File: config.mk
export PLATFORM = sky130hd
export DESIGN_NAME = pulse_pattern_player
export DESIGN_NICKNAME = d
export VERILOG_FILES = /design/src/rtl/pps_pkg.sv /design/src/rtl/pps_ctrl.sv /design/src/rtl/pps_datapath.sv /design/src/rtl/pulse_pattern_player.sv
export SDC_FILE = /design/constraint.sdc
export NUM_CORES = 1
export LEC_CHECK = 0
export BUFFER_PORTS_ARGS = -buffer_cell sky130_fd_sc_hd__buf_2
export CAP_MARGIN = 20
export CELL_PAD_IN_SITES_DETAIL_PLACEMENT = 2
export CELL_PAD_IN_SITES_GLOBAL_PLACEMENT = 2
export CORE_ASPECT_RATIO = 1.25
export CORE_MARGIN = 3
export CORE_UTILIZATION = 37
export CTS_CLUSTER_DIAMETER = 100
export CTS_CLUSTER_SIZE = 30
export DETAILED_ROUTE_END_ITERATION = 12
export PLACE_DENSITY_LB_ADDON = 0.1
export SLEW_MARGIN = 20
export SYNTH_ARGS = -nofsm -noshare
export SYNTH_HDL_FRONTEND = slang
export SYNTH_SLANG_ARGS = --single-unit
File: constraint.sdc
create_clock -name clk -period 6.9 [get_ports clk]
set_input_delay 0.345 -clock clk [delete_from_list [all_inputs] [get_ports clk]]
set_output_delay 0.345 -clock clk [all_outputs]
set_load 0.005 [all_outputs]
File: src/rtl/pps_pkg.sv
`timescale 1ns/1ps
package pps_pkg;
  // strobes the control half hands to the datapath half
  typedef struct packed {
    logic commit;   // copy staging table into the live table this edge
  } seqStrobes_t;
endpackage

File: src/rtl/pps_ctrl.sv
`timescale 1ns/1ps
module pps_ctrl
  import pps_pkg::*;
#(
  parameter int PW      = 16,
  parameter int MAX_ANG = 8,
  parameter int MIN_GAP = 33
) (
  input  logic                         clk,
  input  logic                         rstN,
  input  logic [1:0]                   quadrant,
  input  logic                         armReq,
  input  logic                         wrEn,
  input  logic [$clog2(MAX_ANG)-1:0]   wrAddr,
  input  logic [PW-1:0]                wrAngle,
  input  logic                         wrUp,
  input  logic                         cntWrEn,
  input  logic [$clog2(MAX_ANG+1)-1:0] cntData,
  output seqStrobes_t                  strobes,
  output logic [PW-1:0]                stageAngle [MAX_ANG],
  output logic [MAX_ANG-1:0]           stageUp,
  output logic [$clog2(MAX_ANG+1)-1:0] stageCount,
  output logic                         gapFault
);
  localparam int QUARTER = 1 << (PW - 2);

  logic       pending;
  logic [1:0] prevQuad;
  logic       wrapSeen;
  logic       gapBad;

  // staging table, written by software
  always_ff @(posedge clk or negedge rstN) begin
    if (!rstN) begin
      for (int i = 0; i < MAX_ANG; i++) stageAngle[i] <= '0;
      stageUp    <= '0;
      stageCount <= '0;
    end else begin
      if (wrEn && (int'(wrAddr) < MAX_ANG)) begin
        stageAngle[wrAddr] <= wrAngle;
        stageUp[wrAddr]    <= wrUp;
      end
      if (cntWrEn) stageCount <= cntData;
    end
  end

  // swap request held until the phase wraps into quarter 0
  assign wrapSeen       = (prevQuad == 2'd3) && (quadrant == 2'd0);
  assign strobes.commit = pending && wrapSeen;

  always_ff @(posedge clk or negedge rstN) begin
    if (!rstN) begin
      pending  <= 1'b0;
      prevQuad <= 2'd0;
    end else begin
      pending  <= (pending && !strobes.commit) || armReq;
      prevQuad <= quadrant;
    end
  end

  // spacing check on the staging table, including the mirrored boundaries
  always_comb begin
    gapBad = 1'b0;
    if (stageCount != '0) begin
      if (2 * int'(stageAngle[0]) < MIN_GAP) gapBad = 1'b1;
    end
    for (int i = 1; i < MAX_ANG; i++) begin
      if (i < int'(stageCount)) begin
        if (int'(stageAngle[i]) - int'(stageAngle[i-1]) < MIN_GAP) gapBad = 1'b1;
      end
    end
    for (int i = 0; i < MAX_ANG; i++) begin
      if (i == int'(stageCount) - 1) begin
        if (2 * (QUARTER - int'(stageAngle[i])) < MIN_GAP) gapBad = 1'b1;
      end
    end
  end

  always_ff @(posedge clk or negedge rstN) begin
    if (!rstN) gapFault <= 1'b0;
    else       gapFault <= gapBad;
  end


  commit_at_wrap_chk: assert property (@(posedge clk) disable iff (!rstN)
    strobes.commit |-> ($past(quadrant) == 2'd3) && (quadrant == 2'd0));


  pending_clear_chk: assert property (@(posedge clk) disable iff (!rstN)
    strobes.commit && !armReq |=> !pending);


  gap_hold_chk: assert property (@(posedge clk) disable iff (!rstN)
    !wrEn && !cntWrEn |=> ##1 $stable(gapFault));
endmodule

File: src/rtl/pps_datapath.sv
`timescale 1ns/1ps
module pps_datapath
  import pps_pkg::*;
#(
  parameter int PW      = 16,
  parameter int MAX_ANG = 8,
  parameter int ARM_SM  = 4
) (
  input  logic                                 clk,
  input  logic                                 rstN,
  input  logic [PW-1:0]                        phase,
  input  seqStrobes_t                          strobes,
  input  logic [PW-1:0]                        stageAngle [MAX_ANG],
  input  logic [MAX_ANG-1:0]                   stageUp,
  input  logic [$clog2(MAX_ANG+1)-1:0]         stageCount,
  output logic signed [$clog2(ARM_SM+1):0]     levelOut,
  output logic [$clog2(ARM_SM+1)-1:0]          upperCnt,
  output logic [$clog2(ARM_SM+1)-1:0]          lowerCnt
);
  localparam int CNT_W   = $clog2(MAX_ANG + 1);
  localparam int SMC_W   = $clog2(ARM_SM + 1);
  localparam int LVL_W   = SMC_W + 1;
  localparam int HALF_SM = ARM_SM / 2;
  localparam int SUM_W   = CNT_W + 2;
  localparam logic [PW:0] HALF_PERIOD = {2'b01, {(PW-1){1'b0}}};
  localparam logic [PW:0] FULL_PERIOD = {1'b1, {PW{1'b0}}};
  localparam logic signed [SUM_W-1:0] POS_LIM = SUM_W'(HALF_SM);
  localparam logic signed [SUM_W-1:0] NEG_LIM = -SUM_W'(HALF_SM);

  logic [PW-1:0]              activeAngle [MAX_ANG];
  logic [MAX_ANG-1:0]         activeUp;
  logic [CNT_W-1:0]           activeCount;
  logic [1:0]                 quad;
  logic [PW:0]                foldX;
  logic signed [1:0]          stepVal [MAX_ANG];
  logic signed [SUM_W-1:0]    rawSum;
  logic signed [LVL_W-1:0]    clampedLvl;
  logic signed [LVL_W-1:0]    signedLvl;

  // live table, replaced whole at a commit strobe
  always_ff @(posedge clk or negedge rstN) begin
    if (!rstN) begin
      for (int i = 0; i < MAX_ANG; i++) activeAngle[i] <= '0;
      activeUp    <= '0;
      activeCount <= '0;
    end else if (strobes.commit) begin
      for (int i = 0; i < MAX_ANG; i++) activeAngle[i] <= stageAngle[i];
      activeUp    <= stageUp;
      activeCount <= stageCount;
    end
  end

  // fold any phase into the stored quarter
  assign quad = phase[PW-1 -: 2];
  always_comb begin
    case (quad)
      2'd0:    foldX = {1'b0, phase};
      2'd1:    foldX = HALF_PERIOD - {1'b0, phase};
      2'd2:    foldX = {1'b0, phase} - HALF_PERIOD;
      default: foldX = FULL_PERIOD - {1'b0, phase};
    endcase
  end

  // per-entry step contribution
  for (genvar gi = 0; gi < MAX_ANG; gi++) begin : g_step
    assign stepVal[gi] = ((CNT_W'(gi) < activeCount) && ({1'b0, activeAngle[gi]} <= foldX))
                         ? (activeUp[gi] ? 2'sd1 : -2'sd1) : 2'sd0;
  end

  always_comb begin
    rawSum = '0;
    for (int i = 0; i < MAX_ANG; i++)
      rawSum = rawSum + $signed({{(SUM_W-2){stepVal[i][1]}}, stepVal[i]});
  end

  always_comb begin
    if (rawSum > POS_LIM)      clampedLvl = LVL_W'(HALF_SM);
    else if (rawSum < NEG_LIM) clampedLvl = -LVL_W'(HALF_SM);
    else                       clampedLvl = LVL_W'(rawSum);
  end

  assign signedLvl = quad[1] ? -clampedLvl : clampedLvl;

  always_ff @(posedge clk or negedge rstN) begin
    if (!rstN) begin
      levelOut <= '0;
      upperCnt <= SMC_W'(HALF_SM);
      lowerCnt <= SMC_W'(HALF_SM);
    end else begin
      levelOut <= signedLvl;
      upperCnt <= SMC_W'(HALF_SM) - SMC_W'(signedLvl);
      lowerCnt <= SMC_W'(HALF_SM) + SMC_W'(signedLvl);
    end
  end


  table_hold_chk: assert property (@(posedge clk) disable iff (!rstN)
    !strobes.commit |=> $stable(activeCount) && $stable(activeUp));


  level_hold_chk: assert property (@(posedge clk) disable iff (!rstN)
    $past(rstN) && $stable(phase) && !$past(strobes.commit) |=> $stable(levelOut));
endmodule

File: src/rtl/pulse_pattern_player.sv
`timescale 1ns/1ps
module pulse_pattern_player
  import pps_pkg::*;
#(
  parameter int PW      = 16,
  parameter int MAX_ANG = 8,
  parameter int ARM_SM  = 4,
  parameter int MIN_GAP = 33
) (
  input  logic                                 clk,
  input  logic                                 rstN,
  input  logic [PW-1:0]                        phase,
  input  logic                                 armReq,
  input  logic                                 wrEn,
  input  logic [$clog2(MAX_ANG)-1:0]           wrAddr,
  input  logic [PW-1:0]                        wrAngle,
  input  logic                                 wrUp,
  input  logic                                 cntWrEn,
  input  logic [$clog2(MAX_ANG+1)-1:0]         cntData,
  output logic signed [$clog2(ARM_SM+1):0]     level,
  output logic [$clog2(ARM_SM+1)-1:0]          upperCnt,
  output logic [$clog2(ARM_SM+1)-1:0]          lowerCnt,
  output logic                                 gapFault
);
  localparam int CNT_W = $clog2(MAX_ANG + 1);

  seqStrobes_t        strobes;
  logic [PW-1:0]      stageAngle [MAX_ANG];
  logic [MAX_ANG-1:0] stageUp;
  logic [CNT_W-1:0]   stageCount;

  pps_ctrl #(.PW(PW), .MAX_ANG(MAX_ANG), .MIN_GAP(MIN_GAP)) u_ctrl (
    .clk(clk), .rstN(rstN), .quadrant(phase[PW-1 -: 2]), .armReq(armReq),
    .wrEn(wrEn), .wrAddr(wrAddr), .wrAngle(wrAngle), .wrUp(wrUp),
    .cntWrEn(cntWrEn), .cntData(cntData), .strobes(strobes),
    .stageAngle(stageAngle), .stageUp(stageUp), .stageCount(stageCount),
    .gapFault(gapFault)
  );

  pps_datapath #(.PW(PW), .MAX_ANG(MAX_ANG), .ARM_SM(ARM_SM)) u_dp (
    .clk(clk), .rstN(rstN), .phase(phase), .strobes(strobes),
    .stageAngle(stageAngle), .stageUp(stageUp), .stageCount(stageCount),
    .levelOut(level), .upperCnt(upperCnt), .lowerCnt(lowerCnt)
  );
endmodule

## Word level (Yosys, flattened, before mapping)

Cells that the tools add are included.

- Register bits: 294
- Input bits: 45
- Output and inout port bits: 11
- Word-level logic and storage cells: 187

- $add $sub $neg: 29
- Order comparisons: 45
- Eq/ne operators: 10
- Muxes and demuxes: 58
- Bitwise logic cells: 1
- Reductions and logical operators: 18

Operators with widths:

| kind | count |
|---|---|
| $lt 32x7->1 const B | 15 |
| $le 16x17->1 | 8 |
| $sub 15x16->17 const A | 8 |
| $bwmux 128 | 1 |
| $eq 4x32->1 const A | 4 |
| $sub 16x16->17 | 7 |
| $eq 3x32->1 const A | 2 |
| $pmux 17 s3 | 1 |
| $demux 16 s3 | 1 |
| $mux 1 | 33 |
| $eq 2x32->1 const A | 1 |
| $logic_not 32->1 | 1 |
| $lt 3x4->1 const A | 8 |
| $mux 2 | 16 |
| $add 6x2->6 | 5 |
| $lt 17x6->1 const B | 1 |
| $sub 16x16->17 const A | 1 |
| $sub 16x16->17 const B | 1 |
| $sub 17x16->17 const A | 1 |
| $lt 2x4->1 const A | 4 |
| $mux 16 | 1 |
| $logic_and 1x1->1 | 13 |
| $lt 1x4->1 const A | 3 |
| $mux 4 | 3 |
| other kinds (21) | 22 |

## Longest topological paths before layout

- Depth after elaboration: 33
- Mapped depth: 35
- Gate-level depth less buffers: 35

## Modules after synthesis

A second synthesis with hierarchy kept.

- Cell total of the unflattened synthesis: 2447
- Area total of the unflattened synthesis: 22735.6 um2

By module, submodules not included:

| module | times used | cells each | area an instance (um2) | seq. area each (um2) |
|---|---|---|---|---|
| pps_ctrl | 1 | 1638 | 13339.0 | 3603.5 |
| pps_datapath | 1 | 809 | 9396.5 | 3706.1 |

## Worst setup path before layout

Ideal clock, no wire load.

- Path type: in2reg
- Start point: input phase[14]
- End point: register u_dp.upperCnt[2]
- Library setup time: 0.138 ns
- Arrival: 7.931 ns
- Required time: 6.762 ns
- Slack: -1.169 ns
- Stages on the path: 33
- Path buffers: 1
- Cells stage by stage: clkbuf_1 mux2i_1 ha_1 nor2b_1 o21a_1 o21a_1 o21a_1 o21a_1 o21a_1 o21ai_0 a31oi_1 a211o_1 a211oi_1 fa_1 ha_1 fa_1 fa_1 inv_1 fa_1 fa_1 inv_1 ha_1 a21o_1 a21oi_1 xor2_1 nand4_1 inv_1 a21o_1 nand2_1 ha_1 mux2_2 ha_1 xor2_1

- Longest elaborated chain between the ends: 18
- Elaborated cells between the ends (all ways): 45
- Classes of those cells: add/sub (12); order compare (10); eq/ne (2); mux (12); reduce/logical (9)

Ends and longest elaborated chain:

| element | line | source |
|---|---|---|
| from (decl) | pulse_pattern_player.sv:12 | `input logic [PW-1:0] phase,` |
| $sub 17x16->17 (tied with other cells) | pps_datapath.sv:60 | `default: foldX = FULL_PERIOD - {1'b0, phase};` |
| $pmux 17 s3 * | pps_datapath.sv:56 | `case (quad)` |
| $le 16x17->1 | pps_datapath.sv:66 | `assign stepVal[gi] = ((CNT_W'(gi) < activeCount) && ({1'b0, activeAngle[gi]} <= foldX))` |
| $logic_and 1x1->1 | pps_datapath.sv:66 |  |
| $mux 2 | pps_datapath.sv:67 | `? (activeUp[gi] ? 2'sd1 : -2'sd1) : 2'sd0;` |
| $add 2x2->3 | pps_datapath.sv:73 | `rawSum = rawSum + $signed({{(SUM_W-2){stepVal[i][1]}}, stepVal[i]});` |
| $add 3x2->4 | pps_datapath.sv:73 |  |
| $add 6x2->6 (4 in series) | pps_datapath.sv:73 |  |
| $add 6x2->6 * | pps_datapath.sv:73 |  |
| $lt 6x2->1 | pps_datapath.sv:78 | `else if (rawSum < NEG_LIM) clampedLvl = -LVL_W'(HALF_SM);` |
| $mux 4 | pps_datapath.sv:78 |  |
| $mux 4 * | pps_datapath.sv:77 | `if (rawSum > POS_LIM) clampedLvl = LVL_W'(HALF_SM);` |
| $neg 4->4 | pps_datapath.sv:82 | `assign signedLvl = quad[1] ? -clampedLvl : clampedLvl;` |
| $mux 4 * | pps_datapath.sv:82 |  |
| $sub 3x3->3 * | pps_datapath.sv:91 | `upperCnt <= SMC_W'(HALF_SM) - SMC_W'(signedLvl);` |
| to (signal assigned) | pps_datapath.sv:87 | `upperCnt <= SMC_W'(HALF_SM);` |
| to (signal assigned) | pps_datapath.sv:91 |  |
| to (decl) | pps_datapath.sv:17 | `output logic [$clog2(ARM_SM+1)-1:0] upperCnt,` |

Mark *: on every way between the ends. The rest lies on a longest branch, timed or not.
A chain may end at the register's enable or synchronous reset.

## Final worst setup path

- Start point: input phase[0]
- End point: register u_dp.upperCnt[2]

- Longest elaborated chain between the ends: 18
- Elaborated cells between the ends (all ways): 42
- Classes of those cells: add/sub (12); order compare (10); mux (12); reduce/logical (8)

Ends and longest elaborated chain:

| element | line |
|---|---|
| $sub 17x16->17 (tied with other cells) | pps_datapath.sv:60 |
| $pmux 17 s3 * | pps_datapath.sv:56 |
| $le 16x17->1 | pps_datapath.sv:66 |
| $logic_and 1x1->1 | pps_datapath.sv:66 |
| $mux 2 | pps_datapath.sv:67 |
| $add 2x2->3 | pps_datapath.sv:73 |
| $add 3x2->4 | pps_datapath.sv:73 |
| $add 6x2->6 (4 in series) | pps_datapath.sv:73 |
| $add 6x2->6 * | pps_datapath.sv:73 |
| $lt 6x2->1 | pps_datapath.sv:78 |
| $mux 4 | pps_datapath.sv:78 |
| $mux 4 * | pps_datapath.sv:77 |
| $neg 4->4 | pps_datapath.sv:82 |
| $mux 4 * | pps_datapath.sv:82 |
| $sub 3x3->3 * | pps_datapath.sv:91 |

Marks and branches as above.

==> results.cfg <==
[timing]
finalSetupViolCount = 8
tightest_slew_ns = 1.135
min_period_over_period_pct = 113.7
fin_skew_ns = 0.03541
final_hold_viol_count = 0
relSlewSlack_pct = 24.36
rsz0062_at_grt = yes
max_freq_ghz = 0.1275
fin_crit_ns = 7.843
fin_ws_ns = -0.9427
finalMaxSlewViolations = 0

[global_routing]
grt_max_degree = 257
grt.total_usage_pct = 30.54
first_global_vias = 23390
overflow = 0
antenna_found_initial = 12
grt_pass1_wl_mm = 148.6

[worst_hold_path]
whs_path_depth = 2
hold_end = u_ctrl.stageCount[2]$_DFFE_PN0P_
hold_class = input pin to flop
hold_path.startpoint = cntData[2]

[pwr]
finalPower_uw = 16070
p_leak_uw = 0.01165
power.density_mw_per_mm2 = 618.5
seq_power_share_pct = 18.0
p_sw_share_pct = 47.33
peakVddDrop_uv = 1252
pwr-share-clk_pct = 8.3
p_int_uw = 8462
p_comb_share_pct = 73.8
power.switching_uw = 7604

[setup_path]
endpoint_kind = flop
rr_endpoint = u_dp.upperCnt[2]$_DFF_PN0_
cp_slowest_stage_delay_ns = 0.53
critPathLaunchType = input pin
timing.rr.start = u_dp.activeAngle[113]$_DFFE_PN0P_
reg2reg_depth = 31
crit_fanout = 3
arrival_ns = 8.29
r2r_slack_ns = -0.70
path_class = input pin to flop
crit_start = phase[0]
crit_path_top_delay_cell = fa_2
cp.required_ns = 7.35

[clock_tree]
htreeDepth = 1
cts_sinks = 292
cts_tree = done
clk_pin_slew_worst_paths_ns = 0.11
cts_root_buffer = clkbuf_16
cts_buffers = 18
clk_path_buf_depth = 3
clk_latency_ns = 0.56

[die]
start_util_pct = 37.73
fp.dieW_microns = 227.6
dieArea_sq_mm = 0.06440
core_area_sq_mm = 0.06018
num_rows = 100
die_height_microns = 283.0
top_level_ports = 56

[layout]
final_util_pct = 43.16
syn2layout_area_growth_pct = 14.38
multi_input_area_sq_mm = 0.01476
seq_area_sq_mm = 0.007311
drive_above_1_share_pct = 14.91
num-nets-final = 3064
fin_cells = 3570
n_fill_cell = 6623

[logic_synthesis]
synthTopCellsByArea = dfrtp_1 (32%), ha_1 (14%), o21ai_0 (6.4%)
syn_inst = 2584
synth_flop_cell = dfrtp_1
synth-seq-cells = 292
synth_area_sq_mm = 0.02271
avgSynthCellArea_sq_um = 8.788
ys_types = 85
synth_edf_count = 0
yosys_warnings = 0
synth_async_sr_flop_share_pct = 100.0
synth_top_area_share_pct = 31.96
yosysTopAreaCell = dfrtp_1
seq_area_frac_synth_pct = 32.19

[place]
dpl.hpwl_mm = 77.48
dp_slack_ns = -1.708
portBuffers = 55
dp_cells = 3506
place_congestion = 0.9224

[flow_run]
drv_cap = 0

[drt]
wl_mm = 100.5
drc = 0
wl_per_cell_microns = 28.16
drt_pre_antenna_iters = 5
ant_nets = 0
drt_iter0_markers = 1127
vias = 21480
avgViaCountPerCell = 6.016

[status]
failed_checks = setup timing
status = finished, violations left
## worst max-delay path by stage
stage | depth (start not counted) | slack (ns) | endpoint
floorplan | 32 | -0.67 | u_dp.upperCnt[2]$_DFF_PN0_
global placement | 34 | -1.44 | u_dp.upperCnt[2]$_DFF_PN0_
detailed placement | 37 | -1.71 | u_dp.upperCnt[2]$_DFF_PN0_
CTS | 31 | -0.60 | u_dp.upperCnt[2]$_DFF_PN0_
global route | 35 | -1.15 | u_dp.upperCnt[2]$_DFF_PN0_
finish | 35 | -0.94 | u_dp.upperCnt[2]$_DFF_PN0_
## logic make-up (layout without fill, tap and decap cells)
kind of cell	after synthesis	after routing	synth area share, %
adder cells (fa/ha/maj)	281	281	16.24
other	1	12	0.01651
XOR/XNOR	69	69	2.661
multiplexers	119	119	5.807
flip-flops	292	292	32.19
buffers and inverters	270	429	4.513
AO/OA/AOI/OAI	768	768	21.35
AND/OR/NAND/NOR	784	784	17.22
## power groups by stage
stage | sequential, uW | clock, uW | combinational (uW)
after detailed placement | 2900 | 0 | 9240
after global routing | 2930 | 1420 | 13100
after CTS | 2880 | 1370 | 10700
after floorplan | 2550 | 0 | 6060
after global placement | 2890 | 0 | 8540
final | 2890 | 1330 | 11900
## timing repair
| action | in CTS | in global routing |
|---|---|---|
| hold buffers | 5 | 0 |
| endpoints found under the hold margin | 92 | 0 |
| resized for setup | 44 | 21 |
| endpoints found under the setup margin | 8 | 8 |
| setup buffers | 15 | 8 |
| pin swaps | 30 | 30 |
## metal layers
metal  track usage, %  vias up  wire [microns]
li1                 -     9797               -
met1            36.43    11100           40590
met2            55.70      416           52340
met3            3.158      160            3344
met4            11.87        2            4250
met5                0        -              13
## cell usage in the layout, fill, tap and decap left out, types with 19 or more instances in the layout
cell | Yosys | routed
a31oi_1 | 33 | 33
dfrtp_1 | 290 | 289
or4_1 | 21 | 20
xnor2_1 | 34 | 32
o21a_1 | 49 | 49
o21ai_0 | 289 | 280
clkbuf_16 | 0 | 19
nor4_1 | 34 | 34
a21o_1 | 49 | 49
inv_1 | 193 | 184
a21oi_1 | 127 | 126
buf_4 | 2 | 138
mux2_2 | 101 | 100
nand2_1 | 269 | 267
nor2_1 | 121 | 121
nor2b_1 | 38 | 36
nor3_1 | 82 | 78
buf_2 | 3 | 53
nand2b_1 | 27 | 26
ha_1 | 258 | 249
nand4_1 | 42 | 42
nand3_1 | 56 | 55
o31ai_1 | 21 | 19
xor2_1 | 35 | 30
## state kept, by name, indices dropped and copies added (netlist names)
name / cells
u_dp.activeUp: 8
u_dp.upperCnt: 2
u_ctrl.prevQuad: 2
u_dp.activeCount: 4
u_ctrl.gapFault: 1
u_ctrl.stageUp: 8
u_dp.activeAngle: 128
u_ctrl.stageCount: 4
u_dp.lowerCnt: 2
u_ctrl.pending: 1
u_dp.levelOut: 4
u_ctrl.stageAngle: 128
## final cells by class
type                    count  area share [%]
diodes                      4         0.03854
multi-input cells        2029           56.82
inverters                 193           2.857
repair buffers            204           5.631
clock inverters            12          0.7274
flip-flops and latches    292           28.15
clock buffers              20           1.845
well taps                 816           3.931
## metrics by stage
step           TNS [ns]  instance area (sq um)  hold WS, ns
3_3_place_gp     -8.623                  24800       0.4271
3_5_place_dp     -10.61                  24800       0.4342
4_1_cts          -2.300                  25810     0.007779
5_1_grt          -7.113                  25960     0.009699
2_1_floorplan    -2.329                  22850      0.04941
6_report         -5.477                  25970      0.02274
## worst max-delay path, delay by kind of cell
kind	cells	cell delay, ns
and+or+nand+nor	7	1.55
xor gates and xnor gates	3	0.53
AOI/OAI and AO/OA	4	1.15
adders and majority gates	10	3.33
muxes	1	0.28
buffers and inverters	10	1.09
## synthesized netlist by cell type (23+ instances only)
library cell	number
dfrtp_1	290
o21ai_0	289
nand2_1	269
ha_1	258
inv_1	193
a21oi_1	127
nor2_1	121
mux2_2	101
nor3_1	82
clkbuf_1	64
nand3_1	56
a21o_1	49
o21a_1	49
nand4_1	42
nor2b_1	38
xor2_1	35
nor4_1	34
xnor2_1	34
a31oi_1	33
nand2b_1	27
fa_1	23
Note: power is estimated with default switching activity, not from simulation.
